$ cat config.mk
export PLATFORM = sky130hd
export DESIGN_NAME = tmr_fault_mgr
export DESIGN_NICKNAME = d
export VERILOG_FILES = /design/src/rtl/tmr_pkg.sv /design/src/rtl/tmr_pair_cmp.sv /design/src/rtl/tmr_majority.sv /design/src/rtl/tmr_fault_ctrl.sv /design/src/rtl/tmr_fault_mgr.sv
export SDC_FILE = /design/constraint.sdc
export NUM_CORES = 1
export LEC_CHECK = 0
export CAP_MARGIN = 15
export CORE_MARGIN = 4
export CORE_UTILIZATION = 43
export DETAILED_ROUTE_END_ITERATION = 8
export DONT_BUFFER_PORTS = 1
export MAX_ROUTING_LAYER = met4
export SLEW_MARGIN = 5
export SYNTH_ARGS = -nofsm -noshare
export SYNTH_HDL_FRONTEND = slang
export SYNTH_HIERARCHICAL = 1
export SYNTH_SLANG_ARGS = --single-unit
$ cat constraint.sdc
create_clock -name clk -period 1.94 [get_ports clk]
set_input_delay 0.194 -clock clk [delete_from_list [all_inputs] [get_ports clk]]
set_output_delay 0.194 -clock clk [all_outputs]
set_load 0.01 [all_outputs]
$ cat src/rtl/tmr_pkg.sv
package tmr_pkg;

    localparam int STS_W     = 32;
    localparam int PAIR_W    = 3;
    localparam int AUX_W     = 5;
    localparam int AUX_LSB   = 16;
    localparam int RECOV_BIT = 3;
    localparam int ID_W      = 2;

    typedef enum logic [1:0] {
        MODE_VOTE  = 2'd0,
        MODE_BRK   = 2'd1,
        MODE_FATAL = 2'd2
    } mode_e;

    typedef enum logic [1:0] {
        CLS_NONE   = 2'd0,
        CLS_SINGLE = 2'd1,
        CLS_MULTI  = 2'd2
    } cls_e;

    typedef struct packed {
        logic [AUX_W-1:0]  aux;
        logic              recov;
        logic [PAIR_W-1:0] pair;
    } fault_rec_t;

    // Two agreeing pair flags name the replica both pairs share.
    function automatic logic [ID_W-1:0] culprit(input logic [PAIR_W-1:0] p);
        case (p)
            3'b011:  return 2'd1;
            3'b101:  return 2'd2;
            3'b110:  return 2'd3;
            default: return 2'd0;
        endcase
    endfunction

    function automatic cls_e classify(input logic [PAIR_W-1:0] p,
                                      input logic [AUX_W-1:0]  a);
        if (p == '0 && a == '0)
            return CLS_NONE;
        if (a == '0 && culprit(p) != 2'd0)
            return CLS_SINGLE;
        return CLS_MULTI;
    endfunction

    function automatic logic [STS_W-1:0] to_status(input fault_rec_t r);
        logic [STS_W-1:0] s;
        s = '0;
        s[PAIR_W-1:0]        = r.pair;
        s[RECOV_BIT]         = r.recov;
        s[AUX_LSB +: AUX_W]  = r.aux;
        return s;
    endfunction

endpackage

$ cat src/rtl/tmr_pair_cmp.sv
module tmr_pair_cmp
    import tmr_pkg::*;
#(
    parameter int DATA_W = 32
) (
    input  logic [DATA_W-1:0] bus_a,
    input  logic [DATA_W-1:0] bus_b,
    input  logic [DATA_W-1:0] bus_c,
    input  logic [PAIR_W-1:0] ext_flag,
    output logic [PAIR_W-1:0] pair_flag
);
    logic [PAIR_W-1:0] bus_diff;

    assign bus_diff[0] = (bus_a != bus_b);
    assign bus_diff[1] = (bus_a != bus_c);
    assign bus_diff[2] = (bus_b != bus_c);

    assign pair_flag = bus_diff | ext_flag;
endmodule

$ cat src/rtl/tmr_majority.sv
module tmr_majority #(
    parameter int DATA_W = 32
) (
    input  logic              en,
    input  logic [DATA_W-1:0] bus_a,
    input  logic [DATA_W-1:0] bus_b,
    input  logic [DATA_W-1:0] bus_c,
    output logic [DATA_W-1:0] voted
);
    for (genvar i = 0; i < DATA_W; i++) begin : g_bit
        assign voted[i] = en & ((bus_a[i] & bus_b[i]) |
                                (bus_a[i] & bus_c[i]) |
                                (bus_b[i] & bus_c[i]));
    end
endmodule

$ cat src/rtl/tmr_fault_ctrl.sv
module tmr_fault_ctrl
    import tmr_pkg::*;
(
    input  logic              clk,
    input  logic              rst,
    input  logic              sub_rst,
    input  logic              sts_clr,
    input  logic [PAIR_W-1:0] pair_now,
    input  logic [AUX_W-1:0]  aux_now,
    output fault_rec_t        rec_q,
    output mode_e             mode_q
);
    fault_rec_t rec_d;
    mode_e      mode_d;
    cls_e       cls_now;
    logic       pending;
    logic       fresh;
    logic       seen_now;
    logic       capture;
    logic       escalate;

    assign pending  = (|rec_q.pair) | (|rec_q.aux);
    assign fresh    = (|(pair_now & ~rec_q.pair)) | (|(aux_now & ~rec_q.aux));
    assign seen_now = (|pair_now) | (|aux_now);
    assign cls_now  = classify(pair_now, aux_now);
    assign capture  = !pending && !sts_clr && seen_now;
    assign escalate = pending && !sts_clr && fresh;

    always_comb begin
        rec_d = rec_q;
        if (sts_clr) begin
            rec_d = '0;
        end else if (capture) begin
            rec_d.pair = pair_now;
            rec_d.aux  = aux_now;
        end
        if (sub_rst && mode_q == MODE_BRK)
            rec_d.recov = 1'b1;
    end

    always_comb begin
        mode_d = mode_q;
        unique case (mode_q)
            MODE_FATAL: mode_d = MODE_FATAL;
            MODE_BRK: begin
                if (sub_rst)
                    mode_d = MODE_VOTE;
                else if (escalate)
                    mode_d = MODE_FATAL;
                else if (capture)
                    mode_d = (cls_now == CLS_SINGLE) ? MODE_BRK : MODE_FATAL;
            end
            default: begin
                if (escalate)
                    mode_d = MODE_FATAL;
                else if (capture)
                    mode_d = (cls_now == CLS_SINGLE) ? MODE_BRK : MODE_FATAL;
            end
        endcase
    end

    always_ff @(posedge clk) begin
        if (rst) begin
            rec_q  <= '0;
            mode_q <= MODE_VOTE;
        end else begin
            rec_q  <= rec_d;
            mode_q <= mode_d;
        end
    end
endmodule

$ cat src/rtl/tmr_fault_mgr.sv
module tmr_fault_mgr
    import tmr_pkg::*;
#(
    parameter int DATA_W = 32
) (
    input  logic              clk,
    input  logic              rst,
    input  logic              sub_rst,
    input  logic [DATA_W-1:0] rep1_bus,
    input  logic [DATA_W-1:0] rep2_bus,
    input  logic [DATA_W-1:0] rep3_bus,
    input  logic [2:0]        pair_flag_in,
    input  logic [4:0]        aux_fault_in,
    input  logic              sts_clr,
    output logic [DATA_W-1:0] voted_bus,
    output logic [31:0]       status,
    output logic              brk_req,
    output logic              fatal,
    output logic [1:0]        faulty_id
);
    logic [PAIR_W-1:0] pair_now;
    fault_rec_t        rec_q;
    mode_e             mode_q;

    tmr_pair_cmp #(.DATA_W(DATA_W)) u_cmp (
        .bus_a     (rep1_bus),
        .bus_b     (rep2_bus),
        .bus_c     (rep3_bus),
        .ext_flag  (pair_flag_in),
        .pair_flag (pair_now)
    );

    tmr_fault_ctrl u_ctrl (
        .clk      (clk),
        .rst      (rst),
        .sub_rst  (sub_rst),
        .sts_clr  (sts_clr),
        .pair_now (pair_now),
        .aux_now  (aux_fault_in),
        .rec_q    (rec_q),
        .mode_q   (mode_q)
    );

    tmr_majority #(.DATA_W(DATA_W)) u_vote (
        .en    (mode_q != MODE_FATAL),
        .bus_a (rep1_bus),
        .bus_b (rep2_bus),
        .bus_c (rep3_bus),
        .voted (voted_bus)
    );

    assign status    = to_status(rec_q);
    assign brk_req   = (mode_q == MODE_BRK);
    assign fatal     = (mode_q == MODE_FATAL);
    assign faulty_id = (rec_q.aux == '0) ? culprit(rec_q.pair) : 2'd0;
endmodule

==> impl_metrics.csv, run 1 <==
group,metric,value,unit
setup_path,cp-start-kind,"input port",
detailed_routing,initialDrtViolationCount,143,
worst_hold_path,hold_start,"rst",
setup_path,endpoint_kind,"flop",
worst_hold_path,hp-class,"input port to flop",
global_routing,grt_pass1_vias,2358,
floorplan,initial_core_util,45.0,%
finish,nNetsFinal,453,
timing,min_period,1.83,ns
global_routing,grt.total_usage,19.7,%
detailed_routing,via_count,2246,
synthesis,syn-instance-count,332,
placed_design,post-place-ws,-0.196,ns
detailed_routing,vias_per_cell,5.43,
finish,diodes,0,
floorplan,die_w,84.6,µm
timing,finalHoldViolations,0,
setup_path,r2r-start,"u_ctrl/rec_q[5]$_SDFFE_PP0N_",
detailed_routing,drcViolationCount,0,
placed_design,dp_hpwl,6440,µm
setup_path,crit_type,"input port to flop",
detailed_routing,wl_per_cell,17.4,µm
timing,hold_slack,0.0272,ns
timing,finClkSkew,0.00744,ns
floorplan,fp-row-count,27,
power_and_ir_drop,power_density,480,nW/µm²
synthesis,synth_enable_flop_cells,0,
detailed_routing,routed_wl,7200,µm
clock_tree,cts_sinks,11,
global_routing,grt_max_degree,17,
global_routing,overflow,0,
setup_path,r2r-end,"u_ctrl/rec_q[0]$_SDFFE_PP0N_",
synthesis,avgSynthCellArea,7.60,µm²
clock_tree,clk_latency,0.24,ns
placed_design,port_buffers,0,
power_and_ir_drop,ir_worst_vdd,0.360,mV
synthesis,synth-seq-cells,11,
timing,postLayoutSetupSlackWorst,0.114,ns
placed_design,gp_congestion,0.848,
global_routing,antenna_found_initial,0,
setup_path,critPathMaxFanout,3,
timing,max_freq,0.548,GHz
power_and_ir_drop,p_leak,0.000910,µW
finish,final_cell_area,2700,µm²
timing,fin_crit_sh,94.1,%
finish,area_growth,7.14,%
run_status,status,"complete, no violations",
finish,drive_gt1_share,19.0,%
clock_tree,h-tree-depth,1,
clock_tree,numCtsBuffers,3,
floorplan,die_h,84.6,µm
setup_path,critPathArrivalTime,2.01,ns
run,drv_cap,0,
clock_tree,ctsLongestPathBuffers,2,
clock_tree,root_buffer,"clkbuf_8",
timing,setup_viol,0,
floorplan,core_area,5610,µm²
floorplan,io_pins,176,
timing,drv_slew,0,
synthesis,yosys_warnings,6,
synthesis,ys.flop_type,"dfxtp_1",
detailed_routing,postRouteAntennaNets,0,
setup_path,critPathRequiredTime,2.12,ns
clock_tree,cts_tree,"built",
setup_path,ff2ff_path_depth,6,
synthesis,seq_area_frac_synth,8.73,%
timing,fin_tns_setup,0,ns
worst_hold_path,min_to,"u_ctrl/rec_q[3]$_SDFFE_PP0P_",
worst_hold_path,min_delay_path_depth,1,
floorplan,fp.dieArea,7160,µm²
synthesis,synth_cell_type_count,35,
global_routing,grt_pass1_wl,11400,µm
synthesis,synth_area,2520,µm²
detailed_routing,firstDrtPassIters,4,
placed_design,postPlaceCellArea,2590,µm²
synthesis,postSynth.asyncResetShare,0,%
clock_tree,clkTransAtPathRegs,0.05,ns
setup_path,reg2reg_slack,0.21,ns
-- stage by stage --
step                total power (µW)  util [%]  instances
floorplan                        984         -        354
global placement                1060      46.2        410
detailed placement              1060      46.2        410
CTS                             1300      47.0        414
global route                    1390      48.2        414
finish                          1300      48.2        414
-- cells in the mapped netlist (2+ instances only) --
cell      number  area share [%]
nor2_1        10             1.5
nand2_1       35             5.2
xnor2_1       96              33
a21oi_1        8             1.6
a21boi_0       2            0.59
a21boi_2      30              13
o22ai_1        4            0.99
nand4_1       21             5.2
or4b_1         2            0.79
ha_1           2            0.99
nand3_1        6             1.2
nor4_1         7             1.7
xor2_1         4             1.4
dfxtp_1       11             8.7
inv_1         13             1.9
buf_6          3             1.3
buf_4         23             6.8
o21ai_0       32             6.3
nor3_1         7             1.4
-- registers in the layout, summed over array words and instances (netlist names) --
| name | cells |
|---|---|
| u_ctrl/mode_q | 2 |
| u_ctrl/rec_q | 9 |
-- worst max path at each step --
stage,start,endpoint,slack [ns],cells after the start
after floorplan,rep1_bus[3],u_ctrl/mode_q[0]$_SDFF_PP0_,0.0007,9
after global placement,rep3_bus[5],u_ctrl/mode_q[0]$_SDFF_PP0_,-0.16,9
after detailed placement,rep1_bus[25],u_ctrl/mode_q[0]$_SDFF_PP0_,-0.20,9
after CTS,rep1_bus[25],u_ctrl/mode_q[0]$_SDFF_PP0_,0.04,9
after global routing,rep1_bus[25],u_ctrl/mode_q[0]$_SDFF_PP0_,-0.007,9
final,rep3_bus[22],u_ctrl/mode_q[0]$_SDFF_PP0_,0.11,9
-- cell families (layout without fill, tap and decap cells) --
logic type               after synthesis  after routing  share of synthesized area [%]
XOR/XNOR                             100            100                           34.7
buffers and inverters                 40             28                           10.3
flip-flops                            11             11                           8.73
other                                  1             23                          0.149
AND/OR/NAND/NOR                       95             95                           19.3
multiplexers                           1              1                          0.397
AO/OA/AOI/OAI                         82             82                           25.5
adder cells (fa/ha/maj)                2              2                          0.991
-- cells in the final DEF, fill, tap and decap left out, types with 2 or more instances in the layout --
| master | instances |
|---|---|
| o21ai_0 | 32 |
| a21boi_2 | 30 |
| dfxtp_1 | 11 |
| a21boi_0 | 2 |
| xnor2_2 | 8 |
| inv_1 | 13 |
| nor3_1 | 6 |
| buf_4 | 11 |
| xor2_1 | 4 |
| nor4_2 | 3 |
| a21oi_1 | 8 |
| conb_1 | 23 |
| or4b_1 | 2 |
| nor2_1 | 10 |
| nand2_1 | 35 |
| nand4_1 | 21 |
| clkbuf_8 | 3 |
| nor4_1 | 4 |
| xnor2_1 | 88 |
| nand3_1 | 6 |
| ha_1 | 2 |
| o22ai_1 | 4 |
-- per-layer routing --
metal,share of wire [%],track usage (%)
met5,0,-
met1,40,24.1
met3,10,5.10
met2,49,34.0
met4,0.24,1.29
-- power breakdown --
| group | internal [µW] | total (µW) | switching, µW |
|---|---|---|---|
| Sequential | 244 | 274 | 30.1 |
| Combinational | 401 | 789 | 387 |
| Clock | 145 | 234 | 89.6 |
| Total | 790 | 1300 | 507 |
-- critical path: stages --
cell and delay [ns]:
xnor2_1 0.23, nand4_1 0.12, nor4_1 0.30, nand3_1 0.17
inv_1 0.08, o22ai_1 0.08, or4_1 0.43, mux2i_2 0.20
o221a_2 0.21
-- cell type report --
class | instances | area [µm²]
sequential | 11 | 220
timing repair buffer | 11 | 82.6
fill | 579 | 2900
clock buffer | 4 | 45.0
multi-input combinational | 303 | 2220
tap | 72 | 90.1
inverter | 13 | 48.8
-- what timing repair did --
action | 4_1_cts | 5_1_grt
hold buffers | 0 | 0
gates resized for setup | 0 | 11
endpoints found under the hold margin | 0 | 0
buffers inserted | 0 | 0
setup endpoints to repair | 0 | 17
Note: power is estimated with default switching activity, not from simulation.
==> inputs of run 2 (changes only) <==
- CELL_PAD_IN_SITES_DETAIL_PLACEMENT: unset -> 0
- CELL_PAD_IN_SITES_GLOBAL_PLACEMENT: unset -> 1
- CORE_UTILIZATION: 43 -> 39
- PLACE_DENSITY_LB_ADDON: unset -> 0.1
==> impl_metrics.csv, run 2 (synthesis results as in run 1) <==
group,metric,value,unit
detailed_routing,initialDrtViolationCount,66,
clock_tree,root_buffer,"clkbuf_8",
floorplan,io_pins,176,
power_and_ir_drop,power_density,476,nW/µm²
power_and_ir_drop,finalPower,1330,µW
timing,slew_headroom,64.3,%
clock_tree,h-tree-depth,1,
finish,max_flop_register,"u_ctrl/rec_q",
setup_path,critPathMaxFanout,3,
floorplan,fp.dieArea,7820,µm²
global_routing,overflow,0,
run,drv_cap,0,
placed_design,gp_congestion,0.778,
setup_path,critPathRequiredTime,2.13,ns
global_routing,antenna_found_initial,0,
placed_design,port_buffers,0,
placed_design,dp_hpwl,6770,µm
power_and_ir_drop,ir_worst_vdd,0.381,mV
finish,area_growth,11.0,%
timing,finalHoldViolations,0,
finish,final_common_cell,"xnor2_1",
detailed_routing,postRouteAntennaNets,0,
clock_tree,clkTransAtPathRegs,0.06,ns
clock_tree,numCtsBuffers,3,
global_routing,grt_max_degree,14,
finish,largest_register_ffs,9,
setup_path,critPathArrivalTime,2.10,ns
global_routing,grt_use_met1,20.1,%
detailed_routing,via_count,2275,
setup_path,endpoint_kind,"flop",
clock_tree,postCtsHoldBufs,0,
floorplan,fp-row-count,29,
detailed_routing,routed_wl,7680,µm
floorplan,initial_core_util,40.0,%
timing,finClkSkew,0.00533,ns
clock_tree,ctsLongestPathBuffers,2,
floorplan,core_area,6310,µm²
setup_path,cp-start-kind,"input port",
setup_path,crit_type,"input port to flop",
timing,setup_viol,0,
timing,hold_slack,0.00842,ns
global_routing,grt_busiest_layer,"met2",
timing,grt_setup_unrepaired,"true",
run_status,status,"complete, no violations",
detailed_routing,wl_per_cell,18.4,µm
global_routing,gr-usage-met3,3.91,%
timing,max_freq,0.525,GHz
finish,final_cell_mix,"xnor2_1, nand2_1, o21ai_0, a21boi_2, conb_1",
clock_tree,cts_tree,"built",
timing,min_period,1.91,ns
timing,fin_crit_sh,98.3,%
detailed_routing,vias_per_cell,5.44,
global_routing,grt_use_met2,33.9,%
finish,top_regs,"u_ctrl/rec_q x9, u_ctrl/mode_q x2",
floorplan,die_h,88.4,µm
floorplan,die_w,88.4,µm
clock_tree,cts_sinks,11,
finish,utilization,44.4,%
global_routing,grt.total_usage,18.4,%
finish,nNetsFinal,452,
detailed_routing,firstDrtPassIters,4,
power_and_ir_drop,p_leak,0.000961,µW
finish,diodes,0,
global_routing,grt_pass1_wl,10900,µm
timing,fin_tns_setup,0,ns
global_routing,grt_pass1_vias,2233,
clock_tree,clk_latency,0.25,ns
detailed_routing,drcViolationCount,0,
worst_hold_path,hp-class,"input port to flop",
timing,worstMarginPinSlew,0.530,ns
timing,drv_slew,0,
finish,drive_gt1_share,22.3,%
## run 2: cell types whose count changed in the layout (fill, tap and decap cells not counted), moves of 2 or more
cell	change
nor3_1	-2
xnor2_1	-10
nor3_2	+2
xnor2_2	+9
## run 2: metrics by stage
step | worst slack (ns) | instances | cell area (µm²)
after floorplan | 0.000727 | 354 | 2630
after global placement | -0.213 | 413 | 2580
after detailed placement | -0.269 | 413 | 2580
after CTS | 0.0148 | 417 | 2640
after global routing | -0.120 | 418 | 2800
final | 0.0339 | 418 | 2800
## run 2: per-layer routing
| metal | wire length [µm] | up-vias | part of all wire (%) |
|---|---|---|---|
| li1 | - | 1125 | - |
| met1 | 2900 | 1051 | 38 |
| met2 | 4070 | 94 | 53 |
| met3 | 652 | 5 | 8.5 |
| met4 | 61 | 0 | 0.79 |
| met5 | 0 | - | 0 |
## run 2: power by group
part / total, µW / switching (µW) / internal (µW)
clock network: 245 / 99.6 / 145
logic: 814 / 399 / 415
registers: 274 / 30.2 / 244
## run 2: area by class of cell
class,instances,area [µm²]
clock buffer,4,45.0
fill,662,3510
inverter,13,48.8
multi-input combinational,303,2320
sequential,11,220
tap,77,96.3
timing repair buffer,10,75.1
## run 2: repair_timing
action	in CTS	in global routing
setup endpoints to repair	1	9
pin swaps	0	17
gates resized for setup	2	22
endpoints found under the hold margin	0	0
buffers inserted	0	1
## run 2: final timing paths
path,from,depth (start not counted),slack [ns],to
setup / recovery,rep3_bus[23],9,0.03,u_ctrl/mode_q[0]$_SDFF_PP0_
hold / removal,rst,1,0.008,u_ctrl/rec_q[3]$_SDFFE_PP0P_
setup reg to reg,u_ctrl/rec_q[2]$_SDFFE_PP0N_,6,0.22,u_ctrl/rec_q[8]$_SDFFE_PP0N_
hold reg to reg,u_ctrl/rec_q[3]$_SDFFE_PP0P_,2,0.59,u_ctrl/rec_q[3]$_SDFFE_PP0P_
## run 2: worst max-delay path: stages
cell,delay (ns)
xnor2_1,0.19
nand4_1,0.15
nor4_2,0.26
nand3_2,0.14
inv_1,0.08
o22ai_1,0.06
or4_1,0.55
mux2i_2,0.24
o221a_2,0.23
